File: src/rtl/gcd_flow_pkg.sv
// Package: shared types and defaults for the dataflow GCD engine.
// Assumes: nothing; pure declarations.
package gcd_flow_pkg;
    localparam int unsigned GCD_W_DEFAULT = 16;

    // Recirculating control token: true selects fresh inputs, false selects the feedback path.
    typedef enum logic {
        CTRL_FALSE = 1'b0,
        CTRL_TRUE  = 1'b1
    } ctrl_tok_e;
endpackage

File: src/rtl/gcd_step.sv
// Module: gcd_step
// The combinational step of the loop. It decides whether the current operands are
// finished, picks the result, and forms the next pair by subtracting the
// smaller operand from the larger.
// Assumes: operands are unsigned. A zero operand ends the reduction at once.
module gcd_step #(
    parameter int unsigned DATA_W = 16
) (
    input  logic [DATA_W-1:0] cur_a,
    input  logic [DATA_W-1:0] cur_b,
    output logic              finished,
    output logic [DATA_W-1:0] result,
    output logic [DATA_W-1:0] next_a,
    output logic [DATA_W-1:0] next_b
);
    logic a_zero;
    logic b_zero;
    logic a_bigger;

    // Equality, zero and magnitude tests on the current operands.
    always_comb begin
        a_zero   = (cur_a == '0);
        b_zero   = (cur_b == '0);
        a_bigger = (cur_a > cur_b);
        finished = (cur_a == cur_b) || a_zero || b_zero;
        result   = a_zero ? cur_b : cur_a;
    end

    // Replace the larger operand by the difference; keep the other unchanged.
    always_comb begin
        if (a_bigger) begin
            next_a = cur_a - cur_b;
            next_b = cur_b;
        end else begin
            next_a = cur_a;
            next_b = cur_b - cur_a;
        end
    end
endmodule

File: src/rtl/gcd_steer.sv
// Module: gcd_steer
// Holds the control token and the operand registers. A true token takes a
// fresh pair from both input streams together. A false token reloads the
// operands from the step unit's feedback until the step reports it is finished.
// Assumes: accept_ok is low while a result is pending downstream.
module gcd_steer
    import gcd_flow_pkg::*;
#(
    parameter int unsigned DATA_W = 16
) (
    input  logic              clk,
    input  logic              rst_n,
    input  logic              accept_ok,
    input  logic              a_valid,
    input  logic [DATA_W-1:0] a_data,
    input  logic              b_valid,
    input  logic [DATA_W-1:0] b_data,
    input  logic              step_finished,
    input  logic [DATA_W-1:0] loop_a,
    input  logic [DATA_W-1:0] loop_b,
    output logic              a_ready,
    output logic              b_ready,
    output logic              reducing,
    output logic [DATA_W-1:0] op_a,
    output logic [DATA_W-1:0] op_b
);
    ctrl_tok_e token_q;
    logic      take_pair;

    // Ready on each side only when the partner stream is also valid.
    always_comb begin
        a_ready   = (token_q == CTRL_TRUE) && accept_ok && b_valid;
        b_ready   = (token_q == CTRL_TRUE) && accept_ok && a_valid;
        take_pair = (token_q == CTRL_TRUE) && accept_ok && a_valid && b_valid;
        reducing  = (token_q == CTRL_FALSE);
    end

    // Token update: cleared on a fresh pair, set again once the step is finished.
    always_ff @(posedge clk) begin
        if (!rst_n) begin
            token_q <= CTRL_TRUE;
        end else if (take_pair) begin
            token_q <= CTRL_FALSE;
        end else if (reducing && step_finished) begin
            token_q <= CTRL_TRUE;
        end
    end

    // Operand selectors: inputs under a true token, feedback under a false one.
    always_ff @(posedge clk) begin
        if (!rst_n) begin
            op_a <= '0;
            op_b <= '0;
        end else if (take_pair) begin
            op_a <= a_data;
            op_b <= b_data;
        end else if (reducing && !step_finished) begin
            op_a <= loop_a;
            op_b <= loop_b;
        end
    end
endmodule

File: src/rtl/gcd_out_slot.sv
// Module: gcd_out_slot
// Single-entry output register. It captures a result and keeps it valid until
// the consumer is ready.
// Assumes: load is never raised while the slot is full.
module gcd_out_slot #(
    parameter int unsigned DATA_W = 16
) (
    input  logic              clk,
    input  logic              rst_n,
    input  logic              load,
    input  logic [DATA_W-1:0] load_data,
    input  logic              out_ready,
    output logic              out_valid,
    output logic [DATA_W-1:0] out_data
);
    // Fill on load, empty on a completed output handshake.
    always_ff @(posedge clk) begin
        if (!rst_n) begin
            out_valid <= 1'b0;
            out_data  <= '0;
        end else if (load) begin
            out_valid <= 1'b1;
            out_data  <= load_data;
        end else if (out_valid && out_ready) begin
            out_valid <= 1'b0;
        end
    end
endmodule

File: src/rtl/gcd_flow_engine.sv
// Module: gcd_flow_engine (top)
// Streaming GCD engine. It pairs tokens from streams A and B, reduces them by
// repeated subtraction in a token-controlled loop, and emits one result per pair.
// Assumes: one pair in flight at a time. Producers hold an offered token until it is taken.
module gcd_flow_engine
    import gcd_flow_pkg::*;
#(
    parameter int unsigned DATA_W = GCD_W_DEFAULT
) (
    input  logic              clk,
    input  logic              rst_n,
    input  logic              a_valid,
    output logic              a_ready,
    input  logic [DATA_W-1:0] a_data,
    input  logic              b_valid,
    output logic              b_ready,
    input  logic [DATA_W-1:0] b_data,
    output logic              out_valid,
    input  logic              out_ready,
    output logic [DATA_W-1:0] out_data
);
    logic              reducing;
    logic              finished;
    logic [DATA_W-1:0] op_a;
    logic [DATA_W-1:0] op_b;
    logic [DATA_W-1:0] nxt_a;
    logic [DATA_W-1:0] nxt_b;
    logic [DATA_W-1:0] result;
    logic              accept_ok;
    logic              emit;

    // New pairs only when the output slot is empty; emit when the loop finishes.
    always_comb begin
        accept_ok = !out_valid;
        emit      = reducing && finished;
    end

    gcd_steer #(.DATA_W(DATA_W)) u_steer (
        .clk(clk), .rst_n(rst_n), .accept_ok(accept_ok),
        .a_valid(a_valid), .a_data(a_data), .b_valid(b_valid), .b_data(b_data),
        .step_finished(finished), .loop_a(nxt_a), .loop_b(nxt_b),
        .a_ready(a_ready), .b_ready(b_ready), .reducing(reducing),
        .op_a(op_a), .op_b(op_b)
    );

    gcd_step #(.DATA_W(DATA_W)) u_step (
        .cur_a(op_a), .cur_b(op_b), .finished(finished),
        .result(result), .next_a(nxt_a), .next_b(nxt_b)
    );

    gcd_out_slot #(.DATA_W(DATA_W)) u_slot (
        .clk(clk), .rst_n(rst_n), .load(emit), .load_data(result),
        .out_ready(out_ready), .out_valid(out_valid), .out_data(out_data)
    );
endmodule

File: config.mk
export PLATFORM = sky130hd
export DESIGN_NAME = gcd_flow_engine
export DESIGN_NICKNAME = d
export VERILOG_FILES = /design/src/rtl/gcd_flow_pkg.sv /design/src/rtl/gcd_step.sv /design/src/rtl/gcd_steer.sv /design/src/rtl/gcd_out_slot.sv /design/src/rtl/gcd_flow_engine.sv
export SDC_FILE = /design/constraint.sdc
export NUM_CORES = 1
export LEC_CHECK = 0
export ABC_CLOCK_PERIOD_IN_PS = 4650
export CAP_MARGIN = 30
export CORE_MARGIN = 5
export CORE_UTILIZATION = 30
export DETAILED_ROUTE_END_ITERATION = 7
export DONT_BUFFER_PORTS = 1
export GPL_TIMING_DRIVEN = 0
export SETUP_SLACK_MARGIN = 0.5
export SYNTH_ARGS = -nofsm -noshare
export SYNTH_HDL_FRONTEND = slang
export SYNTH_HIERARCHICAL = 1
export SYNTH_SLANG_ARGS = --single-unit
File: constraint.sdc
create_clock -name clk -period 4.65 [get_ports clk]
set_input_delay 0.93 -clock clk [delete_from_list [all_inputs] [get_ports clk]]
set_output_delay 0.93 -clock clk [all_outputs]
set_load 0.02 [all_outputs]
# After elaboration in Yosys (flattened, before gate mapping)
# Cells that the tools add are included.
classes:
  n_addsub: 2
  n_lt_le_gt_ge: 1
  eq_ne: 2
  muxes: 11
  bitwise: 1
  n_reduce_logical: 19
ops:
  columns: ["op", "n"]
  rows:
  - ["16-bit 2-to-1 mux", 7]
  - ["16-bit zero test", 2]
  - ["16-bit subtractor", 2]
  - ["16-bit equality test", 1]
  - ["16-bit > comparator", 1]
  - ["2-bit nonzero test", 4]
  - ["1-bit logical AND", 7]
  - ["1-bit 2-to-1 mux", 4]
  - ["2-bit AND reduction", 2]
  - ["1-bit zero test", 2]
  - ["1-bit logical OR", 2]
  - ["2-bit != test, second input constant", 1]
  - ["1-bit inverter", 1]
totals:
  reg_bits: 50
  in_bits: 37
  out_inout_bits: 19
  elab_cells: 41

# Logic depth before layout (Yosys ltp)
# Gate-level depths: netlist of run 1.
depth:
  word_depth: 7
  ltp_mapped: 12
  depth_no_buf: 11

# Hierarchy
# The synthesis of run 1 kept the hierarchy.
modules_own_cells:
  columns: ["module", "n_inst", "cells_per_inst", "area_each_um2", "seq_area_each_um2"]
  rows:
  - ["gcd_step", 1, 318, 2209.6, 0.0]
  - ["gcd_steer", 1, 186, 1410.1, 660.6]
  - ["gcd_out_slot", 1, 54, 649.4, 340.3]
  - ["gcd_flow_engine", 1, 2, 10.0, 0.0]

# Least setup slack after synthesis of run 1
# Ideal clock, no wire load.
synth_timing:
  kind: "reg-to-reg"
  from: "reg u_steer.op_a[11]"
  to: "reg u_slot.out_data[10]"
  setup_time_ns: 0.116
  t_arrival_ns: 2.556
  required_ns: 4.534
  path_slack_ns: 1.978
  path_stages_with_launch: 13
  path_buffers: 3
  synth_period_minus_slack_ns: 2.672
  cell_sequence: "dfxtp_1 -> inv_1 -> ha_1 -> buf_4 -> nand2_2 -> or3_1 -> or4_1 -> nand2_1 -> and2_1 -> buf_6 -> buf_12 -> mux2i_1 -> nor2b_1"
synth_via:
  elab_chain_cells: 4
  elab_cells_between_ends: 6
  cone_classes: "eq/ne: 1; mux: 1; reduce/logical: 4"
synth_rtl:
  columns: ["element", "line_no", "text"]
  rows:
  - ["start: declaration", "gcd_steer.sv:24", "output logic [DATA_W-1:0] op_a,"]
  - ["start signal: assignment", "gcd_steer.sv:55", "op_a <= a_data;"]
  - ["start signal: assignment", "gcd_steer.sv:58", "op_a <= loop_a;"]
  - ["16-bit equality test or 16-bit zero test (tied branches)", "gcd_step.sv:25, gcd_step.sv:22", null]
  - ["1-bit logical OR * (2 in series)", "gcd_step.sv:25", "finished = (cur_a == cur_b) || a_zero || b_zero;"]
  - ["via finished", "gcd_flow_engine.sv:23", "logic finished;"]
  - ["1-bit logical AND *", "gcd_flow_engine.sv:35", "emit = reducing && finished;"]
  - ["via emit", "gcd_flow_engine.sv:30", "logic emit;"]
  - ["end signal: assignment", "gcd_out_slot.sv:23", "out_data <= load_data;"]
  - ["end: declaration", "gcd_out_slot.sv:14", "output logic [DATA_W-1:0] out_data"]
# Mark *: on every way through the listed nets, which the timed path passes. The rest lies on a longest branch.
# A chain may end at the register's enable or synchronous reset.

# Final worst setup path of run 1
layout_timing:
  from: "reg u_steer.op_a[2]"
  to: "reg u_steer.op_b[9]"
layout_via:
  elab_cells_between_ends: 14
  cone_classes: "add/sub: 1; order compare: 1; eq/ne: 2; mux: 3; reduce/logical: 7"
layout_lines:
  columns: ["element", "line_no", "text"]
  rows:
  - ["16-bit subtractor", "gcd_step.sv:36", "next_b = cur_b - cur_a;"]
  - ["16-bit 2-to-1 mux", "gcd_step.sv:31", "if (a_bigger) begin"]
  - ["via nxt_b[9]", "gcd_flow_engine.sv:27", "logic [DATA_W-1:0] nxt_b;"]
  - ["16-bit 2-to-1 mux", "gcd_steer.sv:57", "end else if (reducing && !step_finished) begin"]
  - ["16-bit 2-to-1 mux", "gcd_steer.sv:54", "end else if (take_pair) begin"]
  - ["end signal: assignment", "gcd_steer.sv:56", "op_b <= b_data;"]
  - ["end signal: assignment", "gcd_steer.sv:59", "op_b <= loop_b;"]
  - ["end: declaration", "gcd_steer.sv:25", "output logic [DATA_W-1:0] op_b"]
# The timed path passes the listed nets, and every way through them passes these cells. The select of a mux whose other input is x is not followed.

==> flow_summary.json, run 1 <==
{
  "num-fill-cells": 1469,
  "syn-instance-count": 560,
  "ys_warn_count": 6,
  "async_reset_ff_share_pct": 0,
  "critPathLaunchType": "flip-flop",
  "n_antenna_cell": 0,
  "die_h_um": 129,
  "hold_class": "flip-flop to flip-flop",
  "hold_viol_final": 0,
  "gr-total-overflow": 0,
  "r2r_slack_ns": 1.42,
  "final_cells": 748,
  "ant_nets": 0,
  "syn_nets": 630,
  "cp_max_fo": 10,
  "fmax_mhz": 309,
  "cts_max_path_buffers": 2,
  "fin_util_pct": 33.4,
  "cp-end-kind": "flip-flop",
  "routedWlPerCell_um": 19.7,
  "maxCapViolCount": 0,
  "wl_um": 14700,
  "slew_viol_final": 0,
  "syn2layout_area_growth_pct": 8.80,
  "worst_pin_slew_ns": 0.718,
  "slew-limit-headroom_pct": 51.8,
  "num_rows": 43,
  "finalCriticalPeriod_ns": 3.23,
  "die_w_um": 129,
  "dp_hpwl_um": 11700,
  "path_cells": "inv_1 -> ha_1 -> buf_2 -> nor2b_1 -> o31a_1 -> o31ai_2 -> a21oi_1 -> o31ai_4 -> buf_6 -> mux2i_1 -> nand2_1 -> a31oi_1",
  "antenna_found_initial": 0,
  "cts_made_buffers": 5,
  "critPathKind": "flip-flop to flip-flop",
  "finClkSkew_ns": 0.00515,
  "synth_area_per_cell_um2": 7.64,
  "cpPeakStageDelay_ns": 0.42,
  "tns_ns": 0,
  "viasPerCell": 5.41,
  "placedCellCount": 740,
  "clkTransAtPathRegs_ns": 0.07,
  "grt_max_degree": 16,
  "gp_congestion": 0.913,
  "grt.total_usage_pct": 17.7,
  "post-cts-setup-buffers": 0,
  "synth_seq_cells": 50,
  "multi_input_area_um2": 2900,
  "clock_latency_ns": 0.30,
  "synthFlopType": "dfxtp_1",
  "synth.cell_area_um2": 4280,
  "grt_pass1_vias": 3997,
  "initial_utilization_pct": 30.7,
  "initialDrtViolationCount": 242,
  "synth_edf_count": 0,
  "fin_nets": 637,
  "yosysUniqueCellTypes": 52,
  "p_per_area_nw_per_um2": 590,
  "p_leak_nw": 1.91,
  "power.total_mw": 2.75,
  "cts-root-buf": "clkbuf_16",
  "io_buffers": 0,
  "cts_tree": "yes",
  "holdBufCountCts": 0,
  "crit_slowest_cell": "o31ai_4",
  "drc": 0,
  "critical_path_required_ns": 4.87,
  "drive_above_1_share_pct": 7.92,
  "setup_viol": 0,
  "status": "complete, no violations",
  "io_pins": 56,
  "post-route-period-util_pct": 69.5,
  "clock-sinks": 50,
  "vdd_drop_max_uv": 177,
  "first_pass_iters": 5,
  "cp_top_family": "compound AO/OA/AOI/OAI gates",
  "die_area_um2": 16800,
  "critPathBufInv": 3,
  "htree_levels": 2,
  "grt_pass1_wl_um": 23000,
  "arrival_ns": 3.46,
  "ys_seq_area_share_pct": 23.4,
  "rsz0062_at_grt": "no",
  "num_vias": 4050,
  "seqCellArea_um2": 1000,
  "post_cts_resized": 0,
  "core_um2": 13900
}
[area by class of cell]
class,instances,area share [%]
inverter,35,2.82
multi-input combinational,439,62.2
buffer,36,5.37
clock inverter,2,0.269
sequential,50,21.5
tap,180,4.84
clock buffer,6,2.98
[stage by stage]
stage / hold WS [ns] / cell area [um2] / worst slack, ns
6_report: 0.524 / 4660 / 1.42
5_1_grt: 0.552 / 4660 / 1.24
4_1_cts: 0.525 / 4660 / 1.44
3_5_place_dp: 0.512 / 4500 / 1.48
3_3_place_gp: 0.503 / 4500 / 1.44
2_1_floorplan: 0.478 / 4280 / 1.98
[where the power goes]
group | switching (mW) | internal (mW)
Clock | 0.176 | 0.214
Combinational | 1.05 | 0.739
Sequential | 0.0868 | 0.482
[cells in the mapped netlist, types with 2 or more instances]
library cell / number / area [um2]
buf_12: 2 / 40.0
or4_1: 2 / 15.0
a31oi_1: 34 / 213
o31a_1: 3 / 26.3
xor2_1: 11 / 96.3
nor2_1: 16 / 60.1
nand2_1: 111 / 417
o31ai_1: 4 / 30.0
clkbuf_1: 12 / 45.0
nor3_1: 2 / 10.0
or3_1: 4 / 25.0
a21oi_1: 24 / 120
ha_1: 31 / 388
a21o_1: 9 / 67.6
nand2b_1: 2 / 12.5
mux2i_1: 42 / 420
xnor2_1: 11 / 96.3
buf_2: 9 / 45.0
nor4_1: 10 / 62.6
and3_1: 2 / 12.5
o21bai_1: 4 / 30.0
o21a_1: 5 / 37.5
inv_1: 35 / 131
nor2b_1: 22 / 138
nand4_1: 5 / 31.3
buf_4: 7 / 52.6
dfxtp_1: 50 / 1000
fa_1: 2 / 40.0
a221oi_1: 3 / 26.3
nand2_2: 2 / 12.5
mux2_4: 4 / 60.1
o21ai_0: 32 / 160
o21ai_1: 24 / 120
buf_6: 6 / 67.6
[cells in the final DEF, fill, tap and decap left out, types with 4 or more instances in the layout]
master / instances
buf_4: 7
inv_1: 35
nor2b_1: 22
o21ai_0: 32
ha_1: 31
mux2i_1: 42
o21ai_1: 24
a21o_1: 9
nand4_1: 5
a31oi_1: 34
clkbuf_1: 12
nor2_1: 16
clkbuf_16: 5
o31ai_1: 4
mux2_4: 4
buf_6: 6
dfxtp_1: 50
nand2_1: 111
buf_2: 9
xnor2_1: 11
or3_1: 4
a21oi_1: 24
nor4_1: 10
xor2_1: 11
o21bai_1: 4
o21a_1: 5
[state kept, by name, summed over array words and instances, names as in the netlist]
| name | flops |
|---|---|
| u_slot/out_valid | 1 |
| u_slot/out_data | 16 |
| u_steer/token_q | 1 |
| u_steer/op_b | 16 |
| u_steer/op_a | 16 |
[per-layer routing]
| metal | vias to the layer above | global-route usage [%] | share of wire [%] |
|---|---|---|---|
| met4 | 0 | 6.23 | 3.5 |
| met5 | - | 0 | 0 |
| met3 | 24 | 3.13 | 6.3 |
| met1 | 1917 | 24.1 | 46 |
| met2 | 142 | 28.4 | 44 |
| li1 | 1967 | - | - |
[path summary, 6_finish.rpt]
path / end / cells past startpoint / start
worst max-delay path: u_steer/op_b[9] / 12 / u_steer/op_a[2]
worst min-delay path: u_steer/op_a[7] / 2 / u_steer/op_a[7]
worst max register to register: u_steer/op_b[9] / 12 / u_steer/op_a[2]
worst min register to register: u_steer/op_a[7] / 2 / u_steer/op_a[7]
[worst register-to-register path, stage by stage (launching register included)]
cell and delay [ns]:
dfxtp_1 0.41, inv_1 0.10, ha_1 0.29, buf_2 0.18
nor2b_1 0.17, o31a_1 0.31, o31ai_2 0.27, a21oi_1 0.15
o31ai_4 0.42, buf_6 0.27, mux2i_1 0.31, nand2_1 0.10
a31oi_1 0.17
[cell families after synthesis]
group	after synthesis	share of synthesized area (%)
AOI/OAI and AO/OA	151	21.6
xor gates and xnor gates	22	4.50
adders and majority gates	33	10.0
buffers and inverters	71	8.92
DFF	50	23.4
muxes	48	11.8
and+or+nand+nor	185	19.8
Note: power is estimated with default switching activity, not from simulation.
==> run 2, diff against run 1 <==
--- a/config.mk
+++ b/config.mk
@@ -5,7 +5,8 @@
 export SDC_FILE = /design/constraint.sdc
 export NUM_CORES = 1
 export LEC_CHECK = 0
-export ABC_CLOCK_PERIOD_IN_PS = 4650
+export ABC_AREA = 1
+export ABC_CLOCK_PERIOD_IN_PS = 2700
 export CAP_MARGIN = 30
 export CORE_MARGIN = 5
 export CORE_UTILIZATION = 30
==> constraint.sdc (replaced) <==
create_clock -name clk -period 2.7 [get_ports clk]
set_input_delay 0.54 -clock clk [delete_from_list [all_inputs] [get_ports clk]]
set_output_delay 0.54 -clock clk [all_outputs]
set_load 0.02 [all_outputs]
==> flow_summary.json, run 2 <==
{
  "gp_congestion": 0.962,
  "cp_max_fo": 5,
  "min_from": "rst_n",
  "num_vias": 5592,
  "async_reset_ff_share_pct": 0,
  "hold_viol_final": 0,
  "clkTransAtPathRegs_ns": 0.07,
  "antenna_found_initial": 0,
  "grt_pass1_wl_um": 27500,
  "cts_made_buffers": 5,
  "critPathKind": "flip-flop to flip-flop",
  "routedWlPerCell_um": 15.8,
  "synth_most_common_cell": "nand2_1",
  "io_pins": 56,
  "whs_path_depth": 1,
  "setup_viol": 0,
  "ys_seq_area_share_pct": 20.0,
  "placedCellCount": 1092,
  "core_um2": 16500,
  "n_antenna_cell": 0,
  "worst_pin_slew_ns": 0.769,
  "clock_latency_ns": 0.30,
  "status": "complete, no violations",
  "power.total_mw": 6.42,
  "die_w_um": 139,
  "synth_common_cells": "nand2_1 (306), inv_1 (144), nand3_1 (93), dfxtp_1 (50), nor2_1 (43)",
  "die_area_um2": 19400,
  "io_buffers": 0,
  "synth_area_per_cell_um2": 5.74,
  "slew_viol_final": 0,
  "initialDrtViolationCount": 446,
  "wl_um": 18100,
  "p_per_area_nw_per_um2": 982,
  "seqCellArea_um2": 1060,
  "fin_nets": 992,
  "vdd_drop_max_uv": 531,
  "synthFlopType": "dfxtp_1",
  "yosys-top-cells-area": "nand2_1 (23%), dfxtp_1 (20%), inv_1 (11%)",
  "syn_nets": 942,
  "hold_ws_ns": 0.314,
  "grt_pass1_vias": 5172,
  "syn-instance-count": 872,
  "reg_top3": "u_slot/out_data x16, u_steer/op_a x16, u_steer/op_b x16",
  "synth_edf_count": 0,
  "r2r_cells": 17,
  "cts_max_path_buffers": 2,
  "grt.total_usage_pct": 17.6,
  "hold_class": "input port to flip-flop",
  "slew-limit-headroom_pct": 48.7,
  "first_pass_iters": 5,
  "p_leak_nw": 3.23,
  "most-common-layout-cells": "nand2_1 (264), inv_1 (131), nand3_1 (87), nand2_2 (52), buf_4 (46)",
  "ys_warn_count": 6,
  "yosysUniqueCellTypes": 30,
  "cts-root-buf": "clkbuf_16",
  "layout_commonest_cell": "nand2_1",
  "fmax_mhz": 436,
  "multi_input_area_um2": 3690,
  "hold_end": "u_steer/token_q",
  "reg2reg_to": "u_steer/op_b[12]",
  "finClkSkew_ns": 0.00745,
  "clock-sinks": 50,
  "die_h_um": 139,
  "fin_util_pct": 39.7,
  "finalCriticalPeriod_ns": 2.29,
  "ant_nets": 0,
  "r2r_slack_ns": 0.41,
  "drive_above_1_share_pct": 28.6,
  "htree_levels": 2,
  "dp_hpwl_um": 13800,
  "grt_max_degree": 16,
  "cp-end-kind": "flip-flop",
  "initial_utilization_pct": 30.4,
  "syn2layout_area_growth_pct": 30.5,
  "yosysTopAreaCell": "nand2_1",
  "num-fill-cells": 1763,
  "holdBufCountCts": 0,
  "critical_path_required_ns": 2.86,
  "cts_tree": "yes",
  "gr-total-overflow": 0,
  "post-route-period-util_pct": 85.0,
  "synth.cell_area_um2": 5010,
  "synth_seq_cells": 50,
  "drc": 0,
  "final_cells": 1143,
  "rsz0062_at_grt": "yes",
  "synth.top_cell.area_share_pct": 22.9,
  "maxCapViolCount": 0,
  "viasPerCell": 4.89,
  "critPathLaunchType": "flip-flop",
  "num_rows": 47,
  "r2r-start": "u_steer/op_a[13]",
  "arrival_ns": 2.45
}
==> run 2: area by class of cell <==
cell class	count	area share, %
Inverter	150	8.96
Buffer	40	5.53
Clock inverter	2	0.574
Timing Repair Buffer	43	5.99
Tap cell	220	4.21
Sequential cell	50	16.3
Clock buffer	6	1.97
Multi-Input combinational cell	632	56.5
==> run 2: logic make-up (layout without fill, tap and decap cells) <==
| family | after synthesis | in the layout | synth area share (%) |
|---|---|---|---|
| adders and majority gates | 33 | 33 | 8.55 |
| and+or+nand+nor | 486 | 486 | 41.5 |
| DFF | 50 | 50 | 20.0 |
| buffers and inverters | 190 | 241 | 16.2 |
| AOI/OAI and AO/OA | 99 | 99 | 11.3 |
| xor gates and xnor gates | 14 | 14 | 2.45 |
==> run 2: repair_timing <==
action / 4_1_cts / 5_1_grt
cloned: 1 / 2
gates resized for setup: 106 / 132
setup buffers: 20 / 20
hold endpoints to repair: 0 / 0
setup endpoints to repair: 50 / 50
pin swaps: 31 / 62
==> run 2: per-layer routing <==
metal | track usage, % | vias up | part of all wire (%)
li1 | - | 2803 | -
met1 | 23.1 | 2567 | 44
met2 | 29.5 | 190 | 48
met3 | 2.07 | 32 | 5.2
met4 | 6.75 | 0 | 3.5
met5 | 0 | - | 0
==> run 2: through the flow <==
stage / setup TNS (ns) / setup WS [ns] / cell area (um2)
CTS: 0 / 0.350 / 5940
finish: 0 / 0.406 / 6540
detailed placement: -1.94 / -0.146 / 5290
global placement: -2.78 / -0.168 / 5290
global route: 0 / 0.291 / 6540
floorplan: 0 / 0.514 / 5010
==> run 2: worst max path at each step <==
stage                                      to              from  cells after the start
after global placement     u_slot/out_data[8]   u_steer/op_a[1]                     10
after floorplan               u_steer/op_b[8]   u_steer/op_a[0]                     19
after CTS                    u_steer/op_a[13]   u_steer/op_a[0]                     19
final                        u_steer/op_b[12]  u_steer/op_a[13]                     17
after detailed placement  u_slot/out_data[10]   u_steer/op_a[1]                     10
after global routing          u_steer/op_a[6]   u_steer/op_a[0]                     16
==> run 2: power by group <==
part	total (mW)	leakage [nW]	internal (mW)	switching [mW]
combinational	4.62	2.73	1.83	2.79
clock	0.740	0.0771	0.439	0.301
sequential	1.07	0.423	0.867	0.200
==> run 2: critical path, stage by stage (launching register included) <==
cell and delay [ns]:
dfxtp_4 0.38, inv_1 0.08, ha_4 0.31, nand2_4 0.07, nor3_4 0.24, nand2_2 0.09, inv_1 0.07, nand2_2 0.05
nand2_2 0.07, nand2_4 0.09, buf_8 0.16, buf_8 0.13, nand2_1 0.10, nand2_1 0.06, nand2_1 0.06, nand2_1 0.06
nand2_1 0.07, a21oi_2 0.05
==> run 3, diff against run 2 <==
--- a/config.mk
+++ b/config.mk
@@ -5,8 +5,8 @@
 export SDC_FILE = /design/constraint.sdc
 export NUM_CORES = 1
 export LEC_CHECK = 0
-export ABC_AREA = 1
-export ABC_CLOCK_PERIOD_IN_PS = 2700
+export ABC_AREA = 0
+export ABC_CLOCK_PERIOD_IN_PS = 2100
 export CAP_MARGIN = 30
 export CORE_MARGIN = 5
 export CORE_UTILIZATION = 30
==> constraint.sdc (replaced) <==
create_clock -name clk -period 2.1 [get_ports clk]
set_input_delay 0.42 -clock clk [delete_from_list [all_inputs] [get_ports clk]]
set_output_delay 0.42 -clock clk [all_outputs]
set_load 0.02 [all_outputs]
==> flow_summary.json, run 3 (synthesized netlist as in run 1, its figures left out) <==
{
  "grt_max_degree": 16,
  "postPlaceCellArea_um2": 4660,
  "wl_um": 16000,
  "io_pins": 56,
  "cp_max_fo": 5,
  "design_area_um2": 5590,
  "holdBufCountCts": 0,
  "cp-end-kind": "flip-flop",
  "grt.total_usage_pct": 18.9,
  "slew-limit-headroom_pct": 59.1,
  "critPathLaunchType": "flip-flop",
  "maxCapViolCount": 0,
  "setup_viol": 50,
  "cts_tree": "yes",
  "grt_pass1_vias": 4320,
  "vdd_drop_max_uv": 423,
  "drive_above_1_share_pct": 27.9,
  "violations": "setup timing",
  "antenna_found_initial": 0,
  "hold_class": "input port to flip-flop",
  "dp_hpwl_um": 11600,
  "io_buffers": 0,
  "num_rows": 43,
  "most-common-layout-cells": "nand2_1 (101), buf_4 (40), mux2i_1 (37), a31oi_1 (34), o21ai_0 (29)",
  "tns_ns": -26.50,
  "initial_utilization_pct": 30.7,
  "worst_pin_slew_ns": 0.614,
  "die_w_um": 129,
  "gr-total-overflow": 0,
  "clkTransAtPathRegs_ns": 0.08,
  "clock-sinks": 50,
  "finClkSkew_ns": 0.00825,
  "fin_util_pct": 40.1,
  "grt_pass1_wl_um": 24500,
  "fin_nets": 686,
  "htree_levels": 2,
  "post-route-period-util_pct": 131,
  "cts_made_buffers": 5,
  "critical_path_required_ns": 2.26,
  "cts-root-buf": "clkbuf_16",
  "viasPerCell": 5.52,
  "first_pass_iters": 5,
  "cts_max_path_buffers": 2,
  "fmax_mhz": 365,
  "arrival_ns": 2.90,
  "reg_top3": "u_slot/out_data x16, u_steer/op_a x16, u_steer/op_b x16",
  "routedWlPerCell_um": 20.1,
  "status": "finished, violations left",
  "p_per_area_nw_per_um2": 1360,
  "hold_viol_final": 0,
  "gp_congestion": 0.944,
  "n_antenna_cell": 0,
  "p_leak_nw": 2.30,
  "post-place-ws_ns": -1.14,
  "layout_setup_ws_ns": -0.641,
  "critPathKind": "flip-flop to flip-flop",
  "drc": 0,
  "initialDrtViolationCount": 300,
  "syn2layout_area_growth_pct": 30.6,
  "ant_nets": 0,
  "clock_latency_ns": 0.30,
  "die_area_um2": 16800,
  "slew_viol_final": 0,
  "num_vias": 4396,
  "hold_ws_ns": 0.251,
  "rsz0062_at_grt": "yes",
  "finalCriticalPeriod_ns": 2.74,
  "layout_commonest_cell": "nand2_1",
  "die_h_um": 129,
  "core_um2": 13900
}
==> run 3: cell types whose count changed in the layout (fill, tap and decap cells not counted), sizes merged, moves of 6 or more <==
cell,previous run,this run
a21o,0,9
a21oi,50,25
a31oi,0,34
inv,150,35
mux2,0,6
mux2i,0,42
nand2,323,113
nand3,94,1
nor2,47,17
nor2b,0,22
o21ai,48,56
o31ai,0,6
==> run 3: worst paths after layout <==
kind | from | endpoint | slack (ns) | cells past startpoint
max | u_steer/op_b[9] | u_steer/op_a[4] | -0.64 | 11
min | rst_n | u_slot/out_data[13] | 0.25 | 1
max reg2reg | u_steer/op_b[9] | u_steer/op_a[4] | -0.64 | 11
min reg2reg | u_steer/op_a[14] | u_steer/op_a[14] | 0.51 | 2
==> run 3: what timing repair did <==
action,4_1_cts,5_1_grt
buffers inserted,32,12
endpoints found under the hold margin,0,0
gates cloned,4,1
endpoints found under the setup margin,52,50
pin swaps,17,11
gates resized for setup,74,25
==> run 3: area by class of cell <==
cell class                 count  area [um2]
fill                        1415        8350
multi-input combinational    439        3170
sequential                    50        1050
timing repair buffer          49         493
buffer                        36         337
tap                          180         225
inverter                      35         139
clock buffer                   6         129
clock inverter                 2        37.5
==> run 3: report_power, final <==
part           internal [mW]  switching, mW  leakage (nW)  total (mW)
clock                  0.565          0.400        0.0771       0.964
sequential              1.09          0.189         0.421        1.28
combinational           2.56           2.77          1.80        5.33
total                   4.21           3.36          2.30        7.58
==> run 3: through the flow <==
step / instances / total power, mW
final: 797 / 7.58
after floorplan: 560 / 4.35
after global placement: 740 / 5.32
after global routing: 797 / 8.01
after detailed placement: 740 / 5.31
after CTS: 784 / 7.18
==> run 3: routing by layer <==
layer / wire [um] / share of wire, % / track usage, % / vias up
met5: 0 / 0 / 0 / -
met4: 501 / 3.1 / 7.33 / 0
met3: 781 / 4.9 / 2.60 / 24
met2: 7650 / 48 / 31.8 / 146
met1: 7060 / 44 / 24.7 / 2152
li1: - / - / - / 2074
==> run 3: critical path: stages, from the launching register on <==
cell     delay, ns
dfxtp_4       0.37
ha_4          0.26
buf_6         0.12
nand2_4       0.05
or3_1         0.35
or4_4         0.57
o31ai_4       0.13
buf_6         0.18
buf_12        0.13
mux2_4        0.30
nand2_2       0.06
a31oi_1       0.07
